===== config.mk =====
export PLATFORM = sky130hd
export DESIGN_NAME = sc_trap_entry
export DESIGN_NICKNAME = d
export VERILOG_FILES = /design/src/rtl/sc_trap_pkg.sv /design/src/rtl/sc_lev_decode.sv /design/src/rtl/sc_msr_recipe.sv /design/src/rtl/sc_entry_regs.sv /design/src/rtl/sc_trap_entry.sv
export SDC_FILE = /design/constraint.sdc
export NUM_CORES = 1
export LEC_CHECK = 0
export BUFFER_PORTS_ARGS = -buffer_cell sky130_fd_sc_hd__buf_4
export CAP_MARGIN = 20
export CORE_AREA = 3 3 162 164
export DETAILED_ROUTE_END_ITERATION = 12
export DIE_AREA = 0 0 165 167
export PLACE_DENSITY = 0.53
export SLEW_MARGIN = 10
export SYNTH_ARGS = -nofsm -noshare
export SYNTH_HDL_FRONTEND = slang
export SYNTH_SLANG_ARGS = --single-unit
export TNS_END_PERCENT = 5

===== constraint.sdc =====
create_clock -name clk -period 0.97 [get_ports clk]
set_input_delay 0 -clock clk [delete_from_list [all_inputs] [get_ports clk]]
set_output_delay 0 -clock clk [all_outputs]
set_load 0.01 [all_outputs]

===== src/rtl/sc_trap_pkg.sv =====
package sc_trap_pkg;

  localparam int MSR_W = 64;

  // machine state bit positions, bit 0 = least significant
  localparam int B_SF   = 63;
  localparam int B_HV   = 60;
  localparam int B_RSV5 = 58;
  localparam int B_TM   = 32;
  localparam int B_VEC  = 25;
  localparam int B_VSX  = 23;
  localparam int B_EE   = 15;
  localparam int B_PR   = 14;
  localparam int B_FP   = 13;
  localparam int B_FE0  = 11;
  localparam int B_TE1  = 10;
  localparam int B_TE0  = 9;
  localparam int B_FE1  = 8;
  localparam int B_IR   = 5;
  localparam int B_DR   = 4;
  localparam int B_PMM  = 2;
  localparam int B_RI   = 1;
  localparam int B_LE   = 0;
  localparam int B_ILLEGAL_REASON = 19;

  typedef enum logic [1:0] {
    ENT_NONE    = 2'd0,
    ENT_SYSCALL = 2'd1,
    ENT_ILLEGAL = 2'd2
  } entry_kind_e;

  function automatic logic [MSR_W-1:0] entry_clear_mask();
    logic [MSR_W-1:0] m;
    m = '0;
    m[B_RSV5] = 1'b1; m[B_TM]  = 1'b1; m[B_VEC] = 1'b1; m[B_VSX] = 1'b1;
    m[B_EE]   = 1'b1; m[B_PR]  = 1'b1; m[B_FP]  = 1'b1; m[B_FE0] = 1'b1;
    m[B_TE1]  = 1'b1; m[B_TE0] = 1'b1; m[B_FE1] = 1'b1; m[B_IR]  = 1'b1;
    m[B_DR]   = 1'b1; m[B_PMM] = 1'b1; m[B_RI]  = 1'b1;
    return m;
  endfunction

  function automatic logic [MSR_W-1:0] entry_set_mask();
    logic [MSR_W-1:0] m;
    m = '0;
    m[B_SF] = 1'b1;
    m[B_LE] = 1'b1;
    return m;
  endfunction

endpackage


===== src/rtl/sc_lev_decode.sv =====
module sc_lev_decode
  import sc_trap_pkg::*;
#(
  parameter int INSN_W            = 32,
  parameter int SC_OPCODE         = 17,
  parameter int LEV_W             = 7,
  parameter int LEV_LSB           = 5,
  parameter bit TRAP_RESERVED_LEV = 1'b1
) (
  input  logic              vld_i,
  input  logic [INSN_W-1:0] insn_i,
  output entry_kind_e       kind_o
);
  localparam int OPC_W   = 6;
  localparam int OPC_LSB = INSN_W - OPC_W;
  localparam int SC_BIT  = 1;

  logic             is_sc;
  logic [LEV_W-1:0] lev;
  logic             lev_reserved;

  assign lev          = insn_i[LEV_LSB +: LEV_W];
  assign is_sc        = vld_i
                      && (insn_i[OPC_LSB +: OPC_W] == OPC_W'(SC_OPCODE))
                      && insn_i[SC_BIT];
  assign lev_reserved = (lev > LEV_W'(1));

  generate
    if (TRAP_RESERVED_LEV) begin : g_trap
      always_comb begin
        if (!is_sc)            kind_o = ENT_NONE;
        else if (lev_reserved) kind_o = ENT_ILLEGAL;
        else                   kind_o = ENT_SYSCALL;
      end
    end else begin : g_fold
      logic unused_res;
      assign unused_res = lev_reserved;
      always_comb begin
        kind_o = is_sc ? ENT_SYSCALL : ENT_NONE;
      end
    end
  endgenerate
endmodule


===== src/rtl/sc_msr_recipe.sv =====
module sc_msr_recipe
  import sc_trap_pkg::*;
(
  input  entry_kind_e      kind_i,
  input  logic [MSR_W-1:0] old_msr_i,
  output logic [MSR_W-1:0] new_msr_o,
  output logic [MSR_W-1:0] saved_msr_o
);
  localparam logic [MSR_W-1:0] CLR_MASK = entry_clear_mask();
  localparam logic [MSR_W-1:0] SET_MASK = entry_set_mask();

  always_comb begin
    new_msr_o   = (old_msr_i & ~CLR_MASK) | SET_MASK;
    saved_msr_o = old_msr_i;
    if (kind_i == ENT_ILLEGAL) saved_msr_o[B_ILLEGAL_REASON] = 1'b1;
  end
endmodule


===== src/rtl/sc_entry_regs.sv =====
module sc_entry_regs #(
  parameter int W = 64
) (
  input  logic         clk,
  input  logic         rst_n,
  input  logic         take_i,
  input  logic [W-1:0] pc_d,
  input  logic [W-1:0] msr_d,
  input  logic [W-1:0] srr0_d,
  input  logic [W-1:0] srr1_d,
  output logic         redirect_q,
  output logic [W-1:0] pc_q,
  output logic [W-1:0] msr_q,
  output logic [W-1:0] srr0_q,
  output logic [W-1:0] srr1_q
);
  logic         redirect_nx;
  logic [W-1:0] pc_nx, msr_nx, srr0_nx, srr1_nx;

  always_comb begin
    redirect_nx = take_i;
    pc_nx       = pc_q;
    msr_nx      = msr_q;
    srr0_nx     = srr0_q;
    srr1_nx     = srr1_q;
    if (take_i) begin
      pc_nx   = pc_d;
      msr_nx  = msr_d;
      srr0_nx = srr0_d;
      srr1_nx = srr1_d;
    end
  end

  always_ff @(posedge clk or negedge rst_n) begin
    if (!rst_n) begin
      redirect_q <= 1'b0;
      pc_q       <= '0;
      msr_q      <= '0;
      srr0_q     <= '0;
      srr1_q     <= '0;
    end else begin
      redirect_q <= redirect_nx;
      pc_q       <= pc_nx;
      msr_q      <= msr_nx;
      srr0_q     <= srr0_nx;
      srr1_q     <= srr1_nx;
    end
  end
endmodule


===== src/rtl/sc_trap_entry.sv =====
module sc_trap_entry
  import sc_trap_pkg::*;
#(
  parameter int             PC_W              = 64,
  parameter int             INSN_W            = 32,
  parameter bit             TRAP_RESERVED_LEV = 1'b1,
  parameter logic [PC_W-1:0] SC_VECTOR        = 64'h0000_0000_0000_0C00,
  parameter logic [PC_W-1:0] PROG_VECTOR      = 64'h0000_0000_0000_0700
) (
  input  logic              clk,
  input  logic              rst_n,
  input  logic              insn_vld_i,
  input  logic [INSN_W-1:0] insn_i,
  input  logic [PC_W-1:0]   pc_i,
  input  logic [MSR_W-1:0]  msr_i,
  output logic              redirect_o,
  output logic [PC_W-1:0]   new_pc_o,
  output logic [MSR_W-1:0]  new_msr_o,
  output logic [PC_W-1:0]   srr0_o,
  output logic [MSR_W-1:0]  srr1_o
);
  localparam logic [PC_W-1:0] INSN_BYTES = PC_W'(INSN_W / 8);

  entry_kind_e      kind;
  logic             take;
  logic [PC_W-1:0]  vec_d, srr0_d;
  logic [MSR_W-1:0] msr_d, srr1_d;

  sc_lev_decode #(
    .INSN_W           (INSN_W),
    .TRAP_RESERVED_LEV(TRAP_RESERVED_LEV)
  ) u_dec (
    .vld_i (insn_vld_i),
    .insn_i(insn_i),
    .kind_o(kind)
  );

  sc_msr_recipe u_msr (
    .kind_i     (kind),
    .old_msr_i  (msr_i),
    .new_msr_o  (msr_d),
    .saved_msr_o(srr1_d)
  );

  always_comb begin
    take   = (kind != ENT_NONE);
    vec_d  = SC_VECTOR;
    srr0_d = pc_i + INSN_BYTES;
    if (kind == ENT_ILLEGAL) begin
      vec_d  = PROG_VECTOR;
      srr0_d = pc_i;
    end
  end

  sc_entry_regs #(.W(PC_W)) u_regs (
    .clk       (clk),
    .rst_n     (rst_n),
    .take_i    (take),
    .pc_d      (vec_d),
    .msr_d     (msr_d),
    .srr0_d    (srr0_d),
    .srr1_d    (srr1_d),
    .redirect_q(redirect_o),
    .pc_q      (new_pc_o),
    .msr_q     (new_msr_o),
    .srr0_q    (srr0_o),
    .srr1_q    (srr1_o)
  );
endmodule


==> impl_metrics.py <==
metrics = {
    "die": {
        "dieWidth_um": 165,
        "core_area_um2": 25040,
        "num_rows": 58,
        "floorplan.initialDensity": 0.2963,
        "floorplan.die.height_um": 167,
        "ios": 420,
        "full_die_area_um2": 27560,
    },
    "hold_path": {
        "instance_count_along_the_most_critical_hold_path": 4,
        "worst_hold_path_type": "input port to flop",
        "holdPathEnd": "u_regs.srr0_q[34]",
        "min_from": "pc_i[34]",
    },
    "timing": {
        "min_period_over_period": 1.903,
        "timing.hold.ws_ns": 0.002199,
        "finalMaxSlewViolations": 0,
        "fmax_mhz": 541.7,
        "total_of_endpoints_with_negative_setup_slack_in_the_final_report": 124,
        "clock-skew-final_ns": 0,
        "postLayoutSetupSlackWorst_ns": -0.8761,
        "hold_violations": 0,
        "unrepaired_setup_endpoints_after_global_routing": "yes",
        "final_critical_delay_including_setup_and_external_delays_ns": 1.846,
    },
    "detailed_routing": {
        "routed_wire_length_per_instance_um": 16.81,
        "post_drt_via_cell_ratio": 4.575,
        "number_of_vias_after_detailed_routing": 8001,
        "drt_iter0_drc": 416,
        "wirelength_um": 29410,
        "count_of_tritonroute_iterations_in_the_first_routing_pass": 5,
        "post-route-drc-count": 0,
        "antenna_violating_nets_post_route": 0,
    },
    "clocking": {
        "insertion_delay_ns": 0.41,
        "tritoncts_clock_tree": "built",
        "tritoncts.num_buffers": 17,
        "ctsLongestPathBuffers": 2,
        "cts.reportedPaths.clkPinSlew_ns": 0.06,
        "h-tree-depth": 4,
        "tritoncts_num_sinks": 133,
        "cts_root_buffer": "sky130_fd_sc_hd__clkbuf_16",
    },
    "layout": {
        "number_of_nets_at_the_end_of_the_flow": 1569,
        "layout-drive-gt1-share": 0.3992,
        "area.growth.synth_to_final_pct": 77.40,
    },
    "run_status": {
        "run_status": "complete, but fails checks",
        "failed_checks": "setup timing",
    },
    "logic_synthesis": {
        "synth_area_um2": 7418,
        "ys_dominant_reg_cell": "sky130_fd_sc_hd__dfrtp_1",
        "number_of_warnings_issued_by_yosys": 0,
        "yosys.area.top_type_share": 0.4486,
        "synth_most_common_cell": "sky130_fd_sc_hd__nand2_1",
        "synth_cells": 880,
        "yosysTopAreaCell": "sky130_fd_sc_hd__dfrtp_1",
        "synth.cells.most_frequent": "sky130_fd_sc_hd__nand2_1, sky130_fd_sc_hd__dfrtp_1, sky130_fd_sc_hd__buf_4, sky130_fd_sc_hd__clkbuf_1, sky130_fd_sc_hd__o21ai_0",
        "synth_area_per_cell_um2": 8.430,
        "synth.ff_latch_count": 133,
        "synthTopCellsByArea": "sky130_fd_sc_hd__dfrtp_1, sky130_fd_sc_hd__nand2_1, sky130_fd_sc_hd__buf_4",
        "synth-edff-count": 0,
        "synth_cell_types": 39,
        "synth.yosys.seq_area_share": 0.4486,
        "asyncSetResetFlopFracSynth": 1.000,
    },
    "grt": {
        "antenna_found_initial": 1,
        "met3_usage": 0.05920,
        "global_route_met2_usage": 0.3525,
        "congestion_overflow_gr": 0,
        "pin_count_of_the_biggest_net_entering_global_routing": 50,
        "grt_usage": 0.2016,
        "grt.busiest_layer": "met2",
        "grt_pass1_vias": 7853,
        "global_route_wire_length_before_repair_um": 43220,
        "met1_layer_usage_reported_by_global_route": 0.2322,
    },
    "power": {
        "switching_power_mw": 4.968,
        "combPwrFrac": 0.239,
        "p_sw_frac": 0.2831,
        "share_seq_of_total_power": 0.374,
        "clockPowerShare": 0.387,
        "leak_nw": 6.521,
        "fin_total_pwr_mw": 17.55,
        "power.density_cell_area_nw_per_um2": 1333,
        "p_int_mw": 12.58,
        "irDropWorstVdd_uv": 877.0,
    },
    "place": {
        "place.port_buffers": 325,
        "gp_congestion": 0.8260,
        "place_hpwl_um": 21900,
    },
    "setup_path": {
        "worst_setup_path_startpoint": "insn_i[9]",
        "critPathLaunchType": "input port",
        "critical_path.endpoint_type": "flop",
        "required_time_of_the_critical_path_ns": 1.30,
        "timing.rr.start": "u_regs.srr0_q[57]",
        "worst-path-max-fanout": 7,
        "timing.rr.end": "u_regs.srr0_q[57]",
        "worstSetupPathType": "input port to flop",
        "worst_ep_arrival_time_ns": 2.17,
        "ff2ff_path_depth": 3,
        "regToRegSetupSlack_ns": 0.02,
    },
    "flow_run": {
        "max_cap_viol": 0,
    },
}
==> stage by stage <==
stage	util	instances	setup WS, ns	area [µm²]	setup TNS, ns
finish	0.5256	1749	-0.8761	13160	-35.74
global route	0.5256	1749	-0.8977	13160	-46.64
CTS	0.5130	1741	-0.8846	12840	-36.10
detailed placement	0.4292	1602	-1.374	10750	-114.92
global placement	0.4292	1602	-1.350	10750	-114.72
floorplan	-	954	-1.118	7741	-98.51
==> power by group through the flow <==
stage | clock [mW] | combinational (mW) | sequential, mW
floorplan | 0 | 1.31 | 6.74
global placement | 0 | 3.53 | 6.56
detailed placement | 0 | 3.55 | 6.57
CTS | 6.99 | 4.08 | 6.52
global route | 7.26 | 4.55 | 6.62
finish | 6.78 | 4.20 | 6.56
==> how the worst max path moves through the flow <==
stage          cells after the start           endpoint
2_1_floorplan                      7  u_regs.srr0_q[55]
3_3_place_gp                       7  u_regs.srr0_q[51]
3_5_place_dp                       7  u_regs.srr0_q[51]
4_1_cts                            6  u_regs.srr0_q[49]
5_1_grt                            8  u_regs.srr0_q[37]
6_report                           8  u_regs.srr0_q[37]
==> what timing repair did <==
item	in CTS	in global routing
setup buffers	2	5
gates cloned	0	1
endpoints found under the hold margin	246	2
pin swaps	19	8
hold buffers	105	1
endpoints found under the setup margin	261	305
resized for setup	109	72
==> sequential cells by signal, summed over array words and instances, names as in the netlist <==
| register | cells |
|---|---|
| u_regs.srr0_q | 64 |
| u_regs.srr1_q | 64 |
| u_regs.msr_q | 2 |
| u_regs.pc_q | 2 |
| u_regs.redirect_q | 1 |
==> critical path, cell delays in order <==
cell	delay, ns
sky130_fd_sc_hd__buf_6	0.09
sky130_fd_sc_hd__or4_4	0.55
sky130_fd_sc_hd__o211a_4	0.31
sky130_fd_sc_hd__buf_4	0.15
sky130_fd_sc_hd__buf_6	0.12
sky130_fd_sc_hd__or4_4	0.43
sky130_fd_sc_hd__or3_4	0.39
sky130_fd_sc_hd__a31oi_1	0.13
==> cells in the final DEF, fill, tap and decap left out, types with 3 or more instances in the layout <==
cell | netlist | final
sky130_fd_sc_hd__nor3_2 | 0 | 7
sky130_fd_sc_hd__buf_4 | 124 | 357
sky130_fd_sc_hd__o31ai_1 | 12 | 12
sky130_fd_sc_hd__and4_1 | 11 | 11
sky130_fd_sc_hd__clkinvlp_4 | 0 | 3
sky130_fd_sc_hd__nand4_1 | 30 | 30
sky130_fd_sc_hd__nor4_1 | 10 | 6
sky130_fd_sc_hd__nor3_1 | 10 | 3
sky130_fd_sc_hd__xnor2_1 | 14 | 14
sky130_fd_sc_hd__dfrtp_1 | 133 | 131
sky130_fd_sc_hd__nor2_1 | 35 | 33
sky130_fd_sc_hd__dlygate4sd3_1 | 0 | 106
sky130_fd_sc_hd__clkinv_4 | 0 | 3
sky130_fd_sc_hd__o21ai_0 | 41 | 32
sky130_fd_sc_hd__a31oi_1 | 30 | 30
sky130_fd_sc_hd__a21oi_1 | 4 | 4
sky130_fd_sc_hd__and3_1 | 11 | 11
sky130_fd_sc_hd__or4_4 | 1 | 6
sky130_fd_sc_hd__xor2_1 | 11 | 10
sky130_fd_sc_hd__nor4_2 | 0 | 3
sky130_fd_sc_hd__o21ai_1 | 0 | 9
sky130_fd_sc_hd__buf_6 | 0 | 127
sky130_fd_sc_hd__or2_2 | 6 | 5
sky130_fd_sc_hd__bufinv_16 | 0 | 3
sky130_fd_sc_hd__nand3_1 | 32 | 32
sky130_fd_sc_hd__or4_1 | 23 | 19
sky130_fd_sc_hd__inv_1 | 3 | 3
sky130_fd_sc_hd__nand2_1 | 250 | 248
sky130_fd_sc_hd__conb_1 | 1 | 75
sky130_fd_sc_hd__or3_1 | 22 | 20
sky130_fd_sc_hd__buf_12 | 0 | 6
sky130_fd_sc_hd__clkbuf_16 | 0 | 17
==> layer usage <==
layer / wire length, µm / vias up
met5: 0 / -
met4: 719 / 0
met3: 2613 / 32
met2: 14700 / 320
met1: 11380 / 3757
li1: - / 3892
==> area by class of cell <==
cell class	instances	area (µm²)
diodes	1	2.502
clock buffers	18	429.2
clock inverters	14	177.7
fillers	2278	11880
inverters	4	27.53
multi-input cells	651	3446
flip-flops and latches	133	3331
well taps	330	412.9
repair buffers	598	5334
==> kinds of logic after synthesis <==
| group | after synthesis | synth area share |
|---|---|---|
| DFF | 133 | 0.4486 |
| other | 1 | 0.0005055 |
| and+or+nand+nor | 452 | 0.2893 |
| muxes | 1 | 0.001349 |
| xor gates and xnor gates | 25 | 0.02952 |
| AOI/OAI and AO/OA | 96 | 0.07944 |
| adders and majority gates | 1 | 0.001686 |
| buffers and inverters | 171 | 0.1496 |
(Power assumes the default switching activity.)
